## config.mk

```make
export PLATFORM = sky130hd
export DESIGN_NAME = dram_reclock_seq
export DESIGN_NICKNAME = d
export VERILOG_FILES = /design/src/rtl/dram_reclock_pkg.sv /design/src/rtl/dram_reclock_timer.sv /design/src/rtl/dram_reclock_step_dec.sv /design/src/rtl/dram_reclock_seq.sv
export SDC_FILE = /design/constraint.sdc
export NUM_CORES = 1
export LEC_CHECK = 0
export ABC_AREA = 1
export BUFFER_PORTS_ARGS = -buffer_cell sky130_fd_sc_hd__buf_2
export CAP_MARGIN = 0
export CORE_MARGIN = 10
export CORE_UTILIZATION = 58
export DETAILED_ROUTE_END_ITERATION = 7
export PLACE_DENSITY = 0.81
export SLEW_MARGIN = 5
export SYNTH_ARGS = -nofsm -noshare
export SYNTH_HDL_FRONTEND = slang
export SYNTH_SLANG_ARGS = --single-unit
```

## constraint.sdc

```tcl
create_clock -name clk -period 2.9 [get_ports clk]
set_input_delay 0.58 -clock clk [delete_from_list [all_inputs] [get_ports clk]]
set_output_delay 0.58 -clock clk [all_outputs]
set_load 0.02 [all_outputs]
```

## src/rtl/dram_reclock_pkg.sv

```systemverilog
package dram_reclock_pkg;

    typedef enum logic [1:0] {
        MEM_DDR2  = 2'd0,
        MEM_DDR3  = 2'd1,
        MEM_GDDR3 = 2'd2,
        MEM_BAD   = 2'd3
    } mem_kind_e;

    localparam int CMD_W    = 7;
    localparam int C_PRE    = 0;
    localparam int C_REF    = 1;
    localparam int C_AR_OFF = 2;
    localparam int C_AR_ON  = 3;
    localparam int C_SR_ON  = 4;
    localparam int C_SR_OFF = 5;
    localparam int C_MRS    = 6;

    typedef enum logic [2:0] {
        OP_READ,
        OP_CMD,
        OP_WAIT,
        OP_CLK,
        OP_TIM,
        OP_END
    } op_kind_e;

    function automatic int ns_to_cyc(int ns, int period_ps);
        return (ns * 1000 + period_ps - 1) / period_ps;
    endfunction

    function automatic int imax(int a, int b);
        return (a > b) ? a : b;
    endfunction

endpackage

```

## src/rtl/dram_reclock_timer.sv

```systemverilog
module dram_reclock_timer #(
    parameter int CNT_W = 8
) (
    input  logic             clk,
    input  logic             rst_n,
    input  logic             run_i,
    input  logic [CNT_W-1:0] limit_i,
    output logic             last_o
);
    logic [CNT_W-1:0] cnt_d, cnt_q;

    always_comb begin
        last_o = run_i && (cnt_q == limit_i - CNT_W'(1));
        if (!run_i || last_o) cnt_d = '0;
        else                  cnt_d = cnt_q + CNT_W'(1);
    end

    always_ff @(posedge clk or negedge rst_n) begin
        if (!rst_n) cnt_q <= '0;
        else        cnt_q <= cnt_d;
    end
endmodule

```

## src/rtl/dram_reclock_step_dec.sv

```systemverilog
module dram_reclock_step_dec
    import dram_reclock_pkg::*;
#(
    parameter int MR_W     = 16,
    parameter int CNT_W    = 8,
    parameter int STEP_W   = 5,
    parameter int MRD_C    = 1,
    parameter int SRE_C    = 0,
    parameter int SRX_C    = 0,
    parameter int XS_C     = 0,
    parameter int DLL2_C   = 1,
    parameter int DLL3_C   = 1,
    parameter int DLLG_C   = 1
) (
    input  logic [STEP_W-1:0] step_i,
    input  mem_kind_e         kind_i,
    input  logic [MR_W-1:0]   cur0_i,
    input  logic [MR_W-1:0]   cur1_i,
    input  logic [MR_W-1:0]   cur2_i,
    input  logic [MR_W-1:0]   tgt0_i,
    input  logic [MR_W-1:0]   tgt1_i,
    input  logic [MR_W-1:0]   tgt2_i,
    output logic              en_o,
    output op_kind_e          op_o,
    output logic [CMD_W-1:0]  cmd_o,
    output logic [1:0]        idx_o,
    output logic [MR_W-1:0]   data_o,
    output logic [CNT_W-1:0]  cyc_o
);
    localparam logic [MR_W-1:0] RST_BIT = MR_W'(1) << 8;

    logic [MR_W-1:0]  dll_mask;
    logic             dll_entry, dll_keep;
    logic [CNT_W-1:0] lock_cyc;

    always_comb begin
        dll_mask  = (kind_i == MEM_GDDR3) ? (MR_W'(1) << 6) : MR_W'(1);
        dll_entry = ((cur1_i & dll_mask) == '0) && ((tgt1_i & dll_mask) != '0);
        dll_keep  = ((tgt1_i & dll_mask) == '0);
        case (kind_i)
            MEM_DDR2: lock_cyc = CNT_W'(DLL2_C);
            MEM_DDR3: lock_cyc = CNT_W'(DLL3_C);
            default:  lock_cyc = CNT_W'(DLLG_C);
        endcase
    end

    always_comb begin
        en_o   = 1'b1;
        op_o   = OP_CMD;
        cmd_o  = '0;
        idx_o  = 2'd0;
        data_o = '0;
        cyc_o  = CNT_W'(MRD_C);
        case (step_i)
            // current-value read-back
            5'd0:  begin op_o = OP_READ; idx_o = 2'd1; end
            5'd1:  begin op_o = OP_READ; idx_o = 2'd0; end
            5'd2:  begin op_o = OP_READ; idx_o = 2'd2; en_o = (kind_i == MEM_DDR3); end
            // DLL-off entry
            5'd3:  begin cmd_o[C_PRE] = 1'b1; en_o = dll_entry; end
            5'd4:  begin cmd_o[C_MRS] = 1'b1; idx_o = 2'd1; data_o = cur1_i | dll_mask; en_o = dll_entry; end
            5'd5:  begin op_o = OP_WAIT; en_o = dll_entry && (MRD_C != 0); end
            // self-refresh entry
            5'd6:  cmd_o[C_PRE]    = 1'b1;
            5'd7:  cmd_o[C_REF]    = 1'b1;
            5'd8:  cmd_o[C_REF]    = 1'b1;
            5'd9:  cmd_o[C_AR_OFF] = 1'b1;
            5'd10: cmd_o[C_SR_ON]  = 1'b1;
            5'd11: begin op_o = OP_WAIT; cyc_o = CNT_W'(SRE_C); en_o = (SRE_C != 0); end
            5'd12: op_o = OP_CLK;
            // self-refresh exit
            5'd13: begin op_o = OP_WAIT; cyc_o = CNT_W'(SRX_C); en_o = (SRX_C != 0); end
            5'd14: cmd_o[C_PRE]    = 1'b1;
            5'd15: cmd_o[C_SR_OFF] = 1'b1;
            5'd16: cmd_o[C_AR_ON]  = 1'b1;
            5'd17: begin op_o = OP_WAIT; cyc_o = CNT_W'(XS_C); en_o = (XS_C != 0); end
            // conditional rewrites 2, 1, 0
            5'd18: begin cmd_o[C_MRS] = 1'b1; idx_o = 2'd2; data_o = tgt2_i; en_o = (cur2_i != tgt2_i); end
            5'd19: begin op_o = OP_WAIT; en_o = (cur2_i != tgt2_i) && (MRD_C != 0); end
            5'd20: begin cmd_o[C_MRS] = 1'b1; idx_o = 2'd1; data_o = tgt1_i; en_o = (cur1_i != tgt1_i); end
            5'd21: begin op_o = OP_WAIT; en_o = (cur1_i != tgt1_i) && (MRD_C != 0); end
            5'd22: begin cmd_o[C_MRS] = 1'b1; idx_o = 2'd0; data_o = tgt0_i; en_o = (cur0_i != tgt0_i); end
            5'd23: begin op_o = OP_WAIT; en_o = (cur0_i != tgt0_i) && (MRD_C != 0); end
            5'd24: op_o = OP_TIM;
            // DLL reset
            5'd25: begin cmd_o[C_MRS] = 1'b1; data_o = tgt0_i | RST_BIT; en_o = dll_keep; end
            5'd26: begin op_o = OP_WAIT; en_o = dll_keep && (MRD_C != 0); end
            5'd27: begin cmd_o[C_MRS] = 1'b1; data_o = tgt0_i & ~RST_BIT; en_o = dll_keep; end
            5'd28: begin op_o = OP_WAIT; en_o = dll_keep && (MRD_C != 0); end
            5'd29: begin op_o = OP_WAIT; cyc_o = lock_cyc; en_o = dll_keep && (lock_cyc != '0); end
            5'd30: begin cmd_o[C_PRE] = 1'b1; en_o = dll_keep && (kind_i == MEM_GDDR3); end
            default: op_o = OP_END;
        endcase
    end
endmodule

```

## src/rtl/dram_reclock_seq.sv

```systemverilog
module dram_reclock_seq
    import dram_reclock_pkg::*;
#(
    parameter int MR_W            = 16,
    parameter int CLK_PERIOD_PS   = 8000,
    parameter int T_MRD_NS        = 1000,
    parameter int T_SRE_NS        = 0,
    parameter int T_SRX_NS        = 0,
    parameter int T_XS_NS         = 0,
    parameter int T_DLL_DDR2_NS   = 2000,
    parameter int T_DLL_DDR3_NS   = 12000,
    parameter int T_DLL_GDDR3_NS  = 40000
) (
    input  logic            clk,
    input  logic            rst_n,
    input  logic            start_i,
    input  logic [1:0]      mem_kind_i,
    input  logic [MR_W-1:0] tgt_mr0_i,
    input  logic [MR_W-1:0] tgt_mr1_i,
    input  logic [MR_W-1:0] tgt_mr2_i,
    output logic            mrrd_req_o,
    output logic [1:0]      mrrd_idx_o,
    input  logic            mrrd_ack_i,
    input  logic [MR_W-1:0] mrrd_data_i,
    output logic            cmd_valid_o,
    input  logic            cmd_ready_i,
    output logic [6:0]      cmd_o,
    output logic [1:0]      cmd_mr_idx_o,
    output logic [MR_W-1:0] cmd_mr_data_o,
    output logic            clk_req_o,
    input  logic            clk_ack_i,
    output logic            tim_req_o,
    input  logic            tim_ack_i,
    output logic            busy_o,
    output logic            done_o,
    output logic            err_o
);
    localparam int MRD_C  = ns_to_cyc(T_MRD_NS, CLK_PERIOD_PS);
    localparam int SRE_C  = ns_to_cyc(T_SRE_NS, CLK_PERIOD_PS);
    localparam int SRX_C  = ns_to_cyc(T_SRX_NS, CLK_PERIOD_PS);
    localparam int XS_C   = ns_to_cyc(T_XS_NS, CLK_PERIOD_PS);
    localparam int DLL2_C = ns_to_cyc(T_DLL_DDR2_NS, CLK_PERIOD_PS);
    localparam int DLL3_C = ns_to_cyc(T_DLL_DDR3_NS, CLK_PERIOD_PS);
    localparam int DLLG_C = ns_to_cyc(T_DLL_GDDR3_NS, CLK_PERIOD_PS);
    localparam int MAX_C  = imax(imax(imax(MRD_C, SRE_C), imax(SRX_C, XS_C)),
                                 imax(imax(DLL2_C, DLL3_C), DLLG_C));
    localparam int CNT_W  = (MAX_C < 2) ? 1 : $clog2(MAX_C + 1);
    localparam int STEP_W = 5;

    typedef struct packed {
        logic              run;
        logic [STEP_W-1:0] step;
        mem_kind_e         kind;
        logic [MR_W-1:0]   cur0;
        logic [MR_W-1:0]   cur1;
        logic [MR_W-1:0]   cur2;
        logic [MR_W-1:0]   tgt0;
        logic [MR_W-1:0]   tgt1;
        logic [MR_W-1:0]   tgt2;
        logic              done;
        logic              err;
    } seq_t;

    seq_t s_d, s_q;

    logic             op_en;
    op_kind_e         op_kind;
    logic [CMD_W-1:0] op_cmd;
    logic [1:0]       op_idx;
    logic [MR_W-1:0]  op_data;
    logic [CNT_W-1:0] op_cyc;
    logic             wait_run, wait_last;
    logic             live, advance;

    dram_reclock_step_dec #(
        .MR_W(MR_W), .CNT_W(CNT_W), .STEP_W(STEP_W),
        .MRD_C(MRD_C), .SRE_C(SRE_C), .SRX_C(SRX_C), .XS_C(XS_C),
        .DLL2_C(DLL2_C), .DLL3_C(DLL3_C), .DLLG_C(DLLG_C)
    ) u_dec (
        .step_i (s_q.step),
        .kind_i (s_q.kind),
        .cur0_i (s_q.cur0),
        .cur1_i (s_q.cur1),
        .cur2_i (s_q.cur2),
        .tgt0_i (s_q.tgt0),
        .tgt1_i (s_q.tgt1),
        .tgt2_i (s_q.tgt2),
        .en_o   (op_en),
        .op_o   (op_kind),
        .cmd_o  (op_cmd),
        .idx_o  (op_idx),
        .data_o (op_data),
        .cyc_o  (op_cyc)
    );

    assign wait_run = live && (op_kind == OP_WAIT);

    dram_reclock_timer #(.CNT_W(CNT_W)) u_timer (
        .clk     (clk),
        .rst_n   (rst_n),
        .run_i   (wait_run),
        .limit_i (op_cyc),
        .last_o  (wait_last)
    );

    always_comb begin
        live          = s_q.run && op_en;
        mrrd_req_o    = live && (op_kind == OP_READ);
        mrrd_idx_o    = op_idx;
        cmd_valid_o   = live && (op_kind == OP_CMD);
        cmd_o         = cmd_valid_o ? op_cmd : '0;
        cmd_mr_idx_o  = op_idx;
        cmd_mr_data_o = op_data;
        clk_req_o     = live && (op_kind == OP_CLK);
        tim_req_o     = live && (op_kind == OP_TIM);
        busy_o        = s_q.run;
        done_o        = s_q.done;
        err_o         = s_q.err;

        advance = !op_en
               || (mrrd_req_o  && mrrd_ack_i)
               || (cmd_valid_o && cmd_ready_i)
               || (clk_req_o   && clk_ack_i)
               || (tim_req_o   && tim_ack_i)
               || wait_last;

        s_d      = s_q;
        s_d.done = 1'b0;
        s_d.err  = 1'b0;
        if (!s_q.run) begin
            if (start_i) begin
                if (mem_kind_e'(mem_kind_i) == MEM_BAD) begin
                    s_d.err = 1'b1;
                end else begin
                    s_d.run  = 1'b1;
                    s_d.step = '0;
                    s_d.kind = mem_kind_e'(mem_kind_i);
                    s_d.tgt0 = tgt_mr0_i;
                    s_d.tgt1 = tgt_mr1_i;
                    s_d.tgt2 = tgt_mr2_i;
                    s_d.cur0 = '0;
                    s_d.cur1 = '0;
                    s_d.cur2 = tgt_mr2_i;
                end
            end
        end else if (op_en && (op_kind == OP_END)) begin
            s_d.run  = 1'b0;
            s_d.done = 1'b1;
        end else if (advance) begin
            s_d.step = s_q.step + STEP_W'(1);
            if (mrrd_req_o) begin
                case (op_idx)
                    2'd0:    s_d.cur0 = mrrd_data_i;
                    2'd1:    s_d.cur1 = mrrd_data_i;
                    default: s_d.cur2 = mrrd_data_i;
                endcase
            end
        end
    end

    always_ff @(posedge clk or negedge rst_n) begin
        if (!rst_n) begin
            s_q      <= '0;
            s_q.kind <= MEM_DDR2;
        end else begin
            s_q <= s_d;
        end
    end
endmodule

```

### Word level (Yosys, flattened, before mapping)

Cells that the tools add are included.

| storage, ports and cells | value |
|---|---|
| logic and storage cells | 156 |
| flip-flop bits (word level) | 119 |
| output and inout bits | 34 |
| bits of input ports | 73 |

| cells by class | value |
|---|---|
| $add $sub $neg | 3 |
| equal/unequal tests | 50 |
| reduce and logical (&&, ||, !) cells | 52 |
| mux-type cells | 34 |
| bitwise gates (word level) | 5 |

Operators by type and width:

| operator | count |
|---|---|
| 104-bit 2-to-1 mux | 2 |
| 48-bit 2-to-1 mux | 4 |
| 16-bit case mux with 6 select lines | 1 |
| 5-bit equality test, second input constant | 15 |
| 13-bit case mux with 2 select lines | 2 |
| 16-bit 2-to-1 mux | 3 |
| 16-bit inequality test | 3 |
| 5-bit by 4-bit equality test with 1-bit output, second input constant | 8 |
| 16-bit AND | 2 |
| 16-bit logical NOT | 2 |
| 5-bit by 3-bit equality test with 1-bit output, second input constant | 4 |
| 6-bit AND reduction | 3 |
| 16-bit OR | 1 |
| 16-bit nonzero test | 1 |
| 16-bit OR reduction | 1 |
| 1-bit logical AND | 15 |
| 3-bit case mux with 5 select lines | 1 |
| 7-bit 2-to-1 mux | 2 |
| 13-bit by 1-bit adder with 13-bit output, second input constant | 1 |
| 13-bit equality test | 1 |
| 1-bit 2-to-1 mux | 13 |
| 13-bit 2-to-1 mux | 1 |
| 13-bit nonzero test | 1 |
| 13-bit by 1-bit subtractor with 13-bit output, second input constant | 1 |
| other kinds (28) | 56 |

### Longest topological paths before layout

| logic depth | value |
|---|---|
| depth in word-level cells | 17 |
| gate-level depth with buffers | 21 |
| gate-level depth less buffers | 19 |

### By module

A second synthesis with hierarchy kept.

| unflattened totals | value |
|---|---|
| cell total of the unflattened synthesis | 1,212 |
| area, all modules | 7,846.3 um^2 |

By module, submodules not included:

| module | area each (um^2) | instances | sequential area each (um^2) | cells each |
|---|---|---|---|---|
| dram_reclock_seq | 4,719.5 | 1 | 2,652.5 | 562 |
| dram_reclock_step_dec | 1,996.9 | 1 | 0.0 | 472 |
| dram_reclock_timer | 1,129.8 | 1 | 325.3 | 178 |

### Worst setup path after synthesis

Ideal clock, no wire load.

| path | value |
|---|---|
| path kind | register -> output |
| start | register s_q[100] (netlist bit) |
| end | output cmd_o[3] |
| data required time | 2.320 ns |
| path slack | -0.355 ns |
| path buffers | 0 |
| stages on the path, launching flop included | 15 |
| arrival | 2.675 ns |
| cell sequence | dfrtp_1 inv_1 ha_1 inv_2 nor2_4 nand2_1 nor3_1 a21oi_1 nand2_1 nor2_1 nand2_1 nand2_4 nor2_4 inv_1 nor4_1 |

| on the way | value |
|---|---|
| word-level cells in the longest chain between the ends | 6 |
| elaborated cells between the ends (all ways) | 47 |
| classes of those cells | 31 x eq/ne; 4 x mux; 12 x reduce/logical |

Ends and longest elaborated chain:

| what | RTL line | source |
|---|---|---|
| start: declaration | dram_reclock_seq.sv:64 | `seq_t s_d, s_q;` |
| 5-bit by 2-bit equality test with 1-bit output (tied with other cells) | dram_reclock_step_dec.sv:54 | `case (step_i)` |
| 16-bit OR reduction (no line) (tied with other cells) | -- |  |
| 3-bit case mux with 5 select lines or 1-bit case mux with 9 select lines (tied branches) | dram_reclock_step_dec.sv:54 |  |
| 3-bit by 1-bit equality test with 1-bit output or 1-bit logical AND (tied branches) | dram_reclock_seq.sv:110, dram_reclock_seq.sv:107 |  |
| 1-bit logical AND * | dram_reclock_seq.sv:110 | `cmd_valid_o = live && (op_kind == OP_CMD);` |
| net cmd_valid_o | dram_reclock_seq.sv:25 | `output logic cmd_valid_o,` |
| 7-bit 2-to-1 mux * | dram_reclock_seq.sv:111 | `cmd_o = cmd_valid_o ? op_cmd : '0;` |
| end: declaration | dram_reclock_seq.sv:27 | `output logic [6:0] cmd_o,` |

Mark *: on every way through the listed nets, which the timed path passes. The rest lies on a longest branch.

### Final worst setup path

| path | value |
|---|---|
| start | register s_q[101] (netlist bit) |
| end | output cmd_o[3] |

| on the way | value |
|---|---|
| word-level cells in the longest chain between the ends | 6 |
| elaborated cells between the ends (all ways) | 47 |
| classes of those cells | 31 x eq/ne; 4 x mux; 12 x reduce/logical |

Ends and longest elaborated chain:

| what | RTL line |
|---|---|
| 5-bit by 2-bit equality test with 1-bit output (tied with other cells) | dram_reclock_step_dec.sv:54 |
| 16-bit OR reduction (no line) (tied with other cells) | -- |
| 3-bit case mux with 5 select lines or 1-bit case mux with 9 select lines (tied branches) | dram_reclock_step_dec.sv:54 |
| 3-bit by 1-bit equality test with 1-bit output or 1-bit logical AND (tied branches) | dram_reclock_seq.sv:110, dram_reclock_seq.sv:107 |
| 1-bit logical AND | dram_reclock_seq.sv:110 |
| 7-bit 2-to-1 mux * | dram_reclock_seq.sv:111 |

Every way passes the cells marked *; elsewhere a longest branch is shown, timed or not.

==> metrics <==
Post-DP HPWL 16.1 mm; fin cells 1,443; critical path's top delay family simple AND/OR/NAND/NOR gates; Final ANT Viol Nets 0; Reg-to-Reg End s_q[72]$_DFFE_PN0P_; row count 41; grt ovf 0; simple-gate share of the synthesized area 0.388; Port-buffer cells 106; Synth area leader dfrtp_1; drt first pass iters 5; Setup crit end kind primary output; dominant synthesized flop cell dfrtp_1; CP max stage delay 440 ps; Synth cell types 47; vias in the first global route 7,651; Psw 6.31 mW; reg-to-reg startpoint s_q[101]$_DFFE_PN0P_; Final setup viols 66; Req. time, crit path 2320 ps; htree depth 4; slowest stage cell, crit path dfrtp_2; status finished, violations left; Worst setup SP type flop; proportion of synthesized area in mux cells 0; total negative slack -7470 ps; Worst slew margin 0.535; Worst Reg-to-Reg Cells 19; share of total power in the clock network 0.138; Mapped Cells 1,089; register bit count reported by yosys 119; nets 1,340; R2R setup slack -110 ps; Worst Setup SP s_q[101]$_DFFE_PN0P_; fin crit period 3390 ps; initial antenna violation count 0; Setup CP Type flop to primary output; max-capacitance violation count 0; Hold-fix buffers, CTS 0; post-synthesis cell area 7510 um^2; core footprint 12,700 um^2; Detailed Route Iter0 Violations 817; CTS Buffer Depth 2; Worst-Margin Slew 698 ps; Worst Setup Slack, final -489 ps; dpl ws -80.1 ps; die width 134 um; failing checks negative setup slack; post-route core utilization 0.772; static leakage 5.29 nW; first-pass GRT wire length 37.3 mm; combinational cell fraction of total power 0.642; Diodes inserted 0; RSZ-0062 raised after global routing yes; largest family of logic cells by synthesized area simple AND/OR/NAND/NOR gates; Vias 7,947; area grow syn2layout 30.2%; routed vias/inst 5.51; P_int 7.00 mW; sw frac 0.474; DRC Markers 0; area of the die 17,900 um^2; pwr dens 1360 nW/um^2; Die Ht 134 um; sequential share of the synthesized area 0.396; Fill cells 963; TritonCTS clock tree yes; post-route total power 13.3 mW; layout cells sized above 1 0.264; Max Slew Vio Count 0; Synth Warn # 0; Cell Chain, Critical Path inv_4 -> ha_4 -> buf_4 -> nand3_1 -> nand3_2 -> nor2_4 -> nand3b_1 -> a21oi_2 -> nand2_2 -> nor2_4 -> clkinvlp_4 -> nor4_4 -> buf_4; cell total after placement 1,379; WP buf/inv 4; Root Buffer clkbuf_16; Peak VDD IR 737 uV; Synth async-reset ratio 1.00; cts bufs inserted 17; Tot GR Track Use 0.258; Flop pwr share 0.220; Synth Area in Adders 0.0100; Syn Area/Cell 6.90 um^2; routability congestion estimate 0.948; EDFF count, synth 0; Compound-Gate Fraction of Synth Area 0.0833; CTS clk-pin slew, worst paths 50 ps; Clock Skew 7.99 ps; pin count of the biggest net entering global routing 56; CTS sink count 119; post-synth net total 1,168; Final Cycle Share 1.17; Hold WC Path Type primary input to async pin; I/O Pins 107; post-synth top area share 0.396; Clock Latency Late Sink 420 ps; Final Hold Fails 0; Max Clock Freq 295 MHz; WL/cell 16.6 um; arrival time worst endpoint 2810 ps; post-synthesis xor/xnor area fraction 0.0163; Total Wirelength 24.0 mm; CP max FO 7; initial core utilization 0.593; largest cells by area after synthesis dfrtp_1 (40%), nand2_1 (21%), inv_1 (6.6%)
-- cell usage after synthesis (2+ instances only) --
master and count:
clkinv_1 6, inv_2 7, dfrtp_1 119, nor2_1 87, nor2_4 7, nand3_4 4, inv_4 2, nand3_2 6
ha_1 6, o22ai_1 5, nand3_1 31, nor3_1 5, nor2_2 4, nand2_1 419, nand3b_1 2, nand4_1 54
nand2_2 9, or2_2 5, nand2_4 6, buf_2 13, a21oi_1 18, xor2_1 13, buf_6 5, o21ai_0 62
nor3b_1 5, buf_4 2, o21ai_1 10, o2111ai_1 8, clkbuf_1 19, inv_1 133
-- final cells by class --
| cell class | count | area (um^2) | area share |
|---|---|---|---|
| clock inverter | 4 | 22.5 | 0.00230 |
| clock buffer | 25 | 485 | 0.0497 |
| tap | 172 | 215 | 0.0220 |
| inverter | 149 | 592 | 0.0605 |
| multi-input combinational | 784 | 4080 | 0.417 |
| sequential | 119 | 2980 | 0.305 |
| timing repair buffer | 190 | 1400 | 0.143 |
-- cell usage in the layout (no fill, tap or decap), types with 5 or more instances in the layout --
cell	count
or2_2	5
xor2_1	13
dfrtp_1	116
inv_4	6
buf_2	86
nand2_4	8
clkbuf_16	19
nor3b_1	5
buf_4	78
o22ai_1	5
nand3_4	10
inv_2	11
o21ai_1	12
nand3_2	13
inv_1	124
o21ai_0	58
buf_12	7
nand2_2	17
nor2_2	14
nand4_1	54
buf_6	16
clkbuf_1	5
a21oi_1	14
nor2_4	10
nor2_1	74
o2111ai_1	7
nand2_1	409
nand3_1	22
-- flip-flops by register name (all words and copies together), names as in the netlist --
name / count
busy_o: 1
done_o: 1
err_o: 1
s_q: 103
u_timer.cnt_q: 13
-- per-layer routing --
layer,global-route usage,vias to the layer above,routed length [um]
met1,0.302,3671,9340
met2,0.430,396,11600
met4,0.140,0,1250
met3,0.0586,95,1800
li1,-,3785,-
met5,0,-,0
-- per-stage QoR --
| step | instance area [um^2] | hold WS, ps |
|---|---|---|
| after global routing | 9780 | 237 |
| final | 9780 | 196 |
| after detailed placement | 8520 | 478 |
| after floorplan | 7550 | 284 |
| after CTS | 9440 | 218 |
| after global placement | 8520 | 473 |
-- worst max path at each step --
stage / end / slack (ps) / cells past startpoint
6_report: cmd_o[3] / -490 / 13
5_1_grt: cmd_o[3] / -570 / 13
4_1_cts: cmd_o[3] / -330 / 15
3_5_place_dp: cmd_o[3] / -80 / 14
3_3_place_gp: cmd_o[3] / 0.4 / 17
2_1_floorplan: cmd_o[0] / -50 / 14
-- cell families after synthesis --
| logic type | after synthesis |
|---|---|
| buffers and inverters | 190 |
| and+or+nand+nor | 649 |
| DFF | 119 |
| xor gates and xnor gates | 14 |
| adders and majority gates | 6 |
| AOI/OAI and AO/OA | 111 |
-- worst reg2reg max path: stages (launching register included) --
cell and delay [ps]:
dfrtp_2 460, buf_6 140, ha_4 170, buf_6 130, nand3_1 80, nand2_1 80, nor2_2 160, nand3_2 120
nor2_4 140, buf_6 120, nand2_1 50, nor2_2 120, buf_4 130, nand2_4 60, o21ai_2 150, o21ai_0 190
inv_2 260, nand3_4 180, nand2_1 100, nand2_1 50
-- power by group through the flow --
stage | combinational (mW) | clock (mW) | sequential (mW)
final | 8.55 | 1.84 | 2.93
after CTS | 7.20 | 1.85 | 2.90
after global routing | 9.18 | 1.93 | 3.01
after floorplan | 4.48 | 0 | 2.77
after detailed placement | 6.10 | 0 | 2.90
after global placement | 5.96 | 0 | 2.88
-- repair_timing --
item / in CTS / in global routing
resized for setup: 65 / 55
gates cloned: 4 / 2
pin swaps: 20 / 22
setup endpoints to repair: 62 / 86
buffers inserted: 18 / 12
Power figures use the tool's default switching activity.
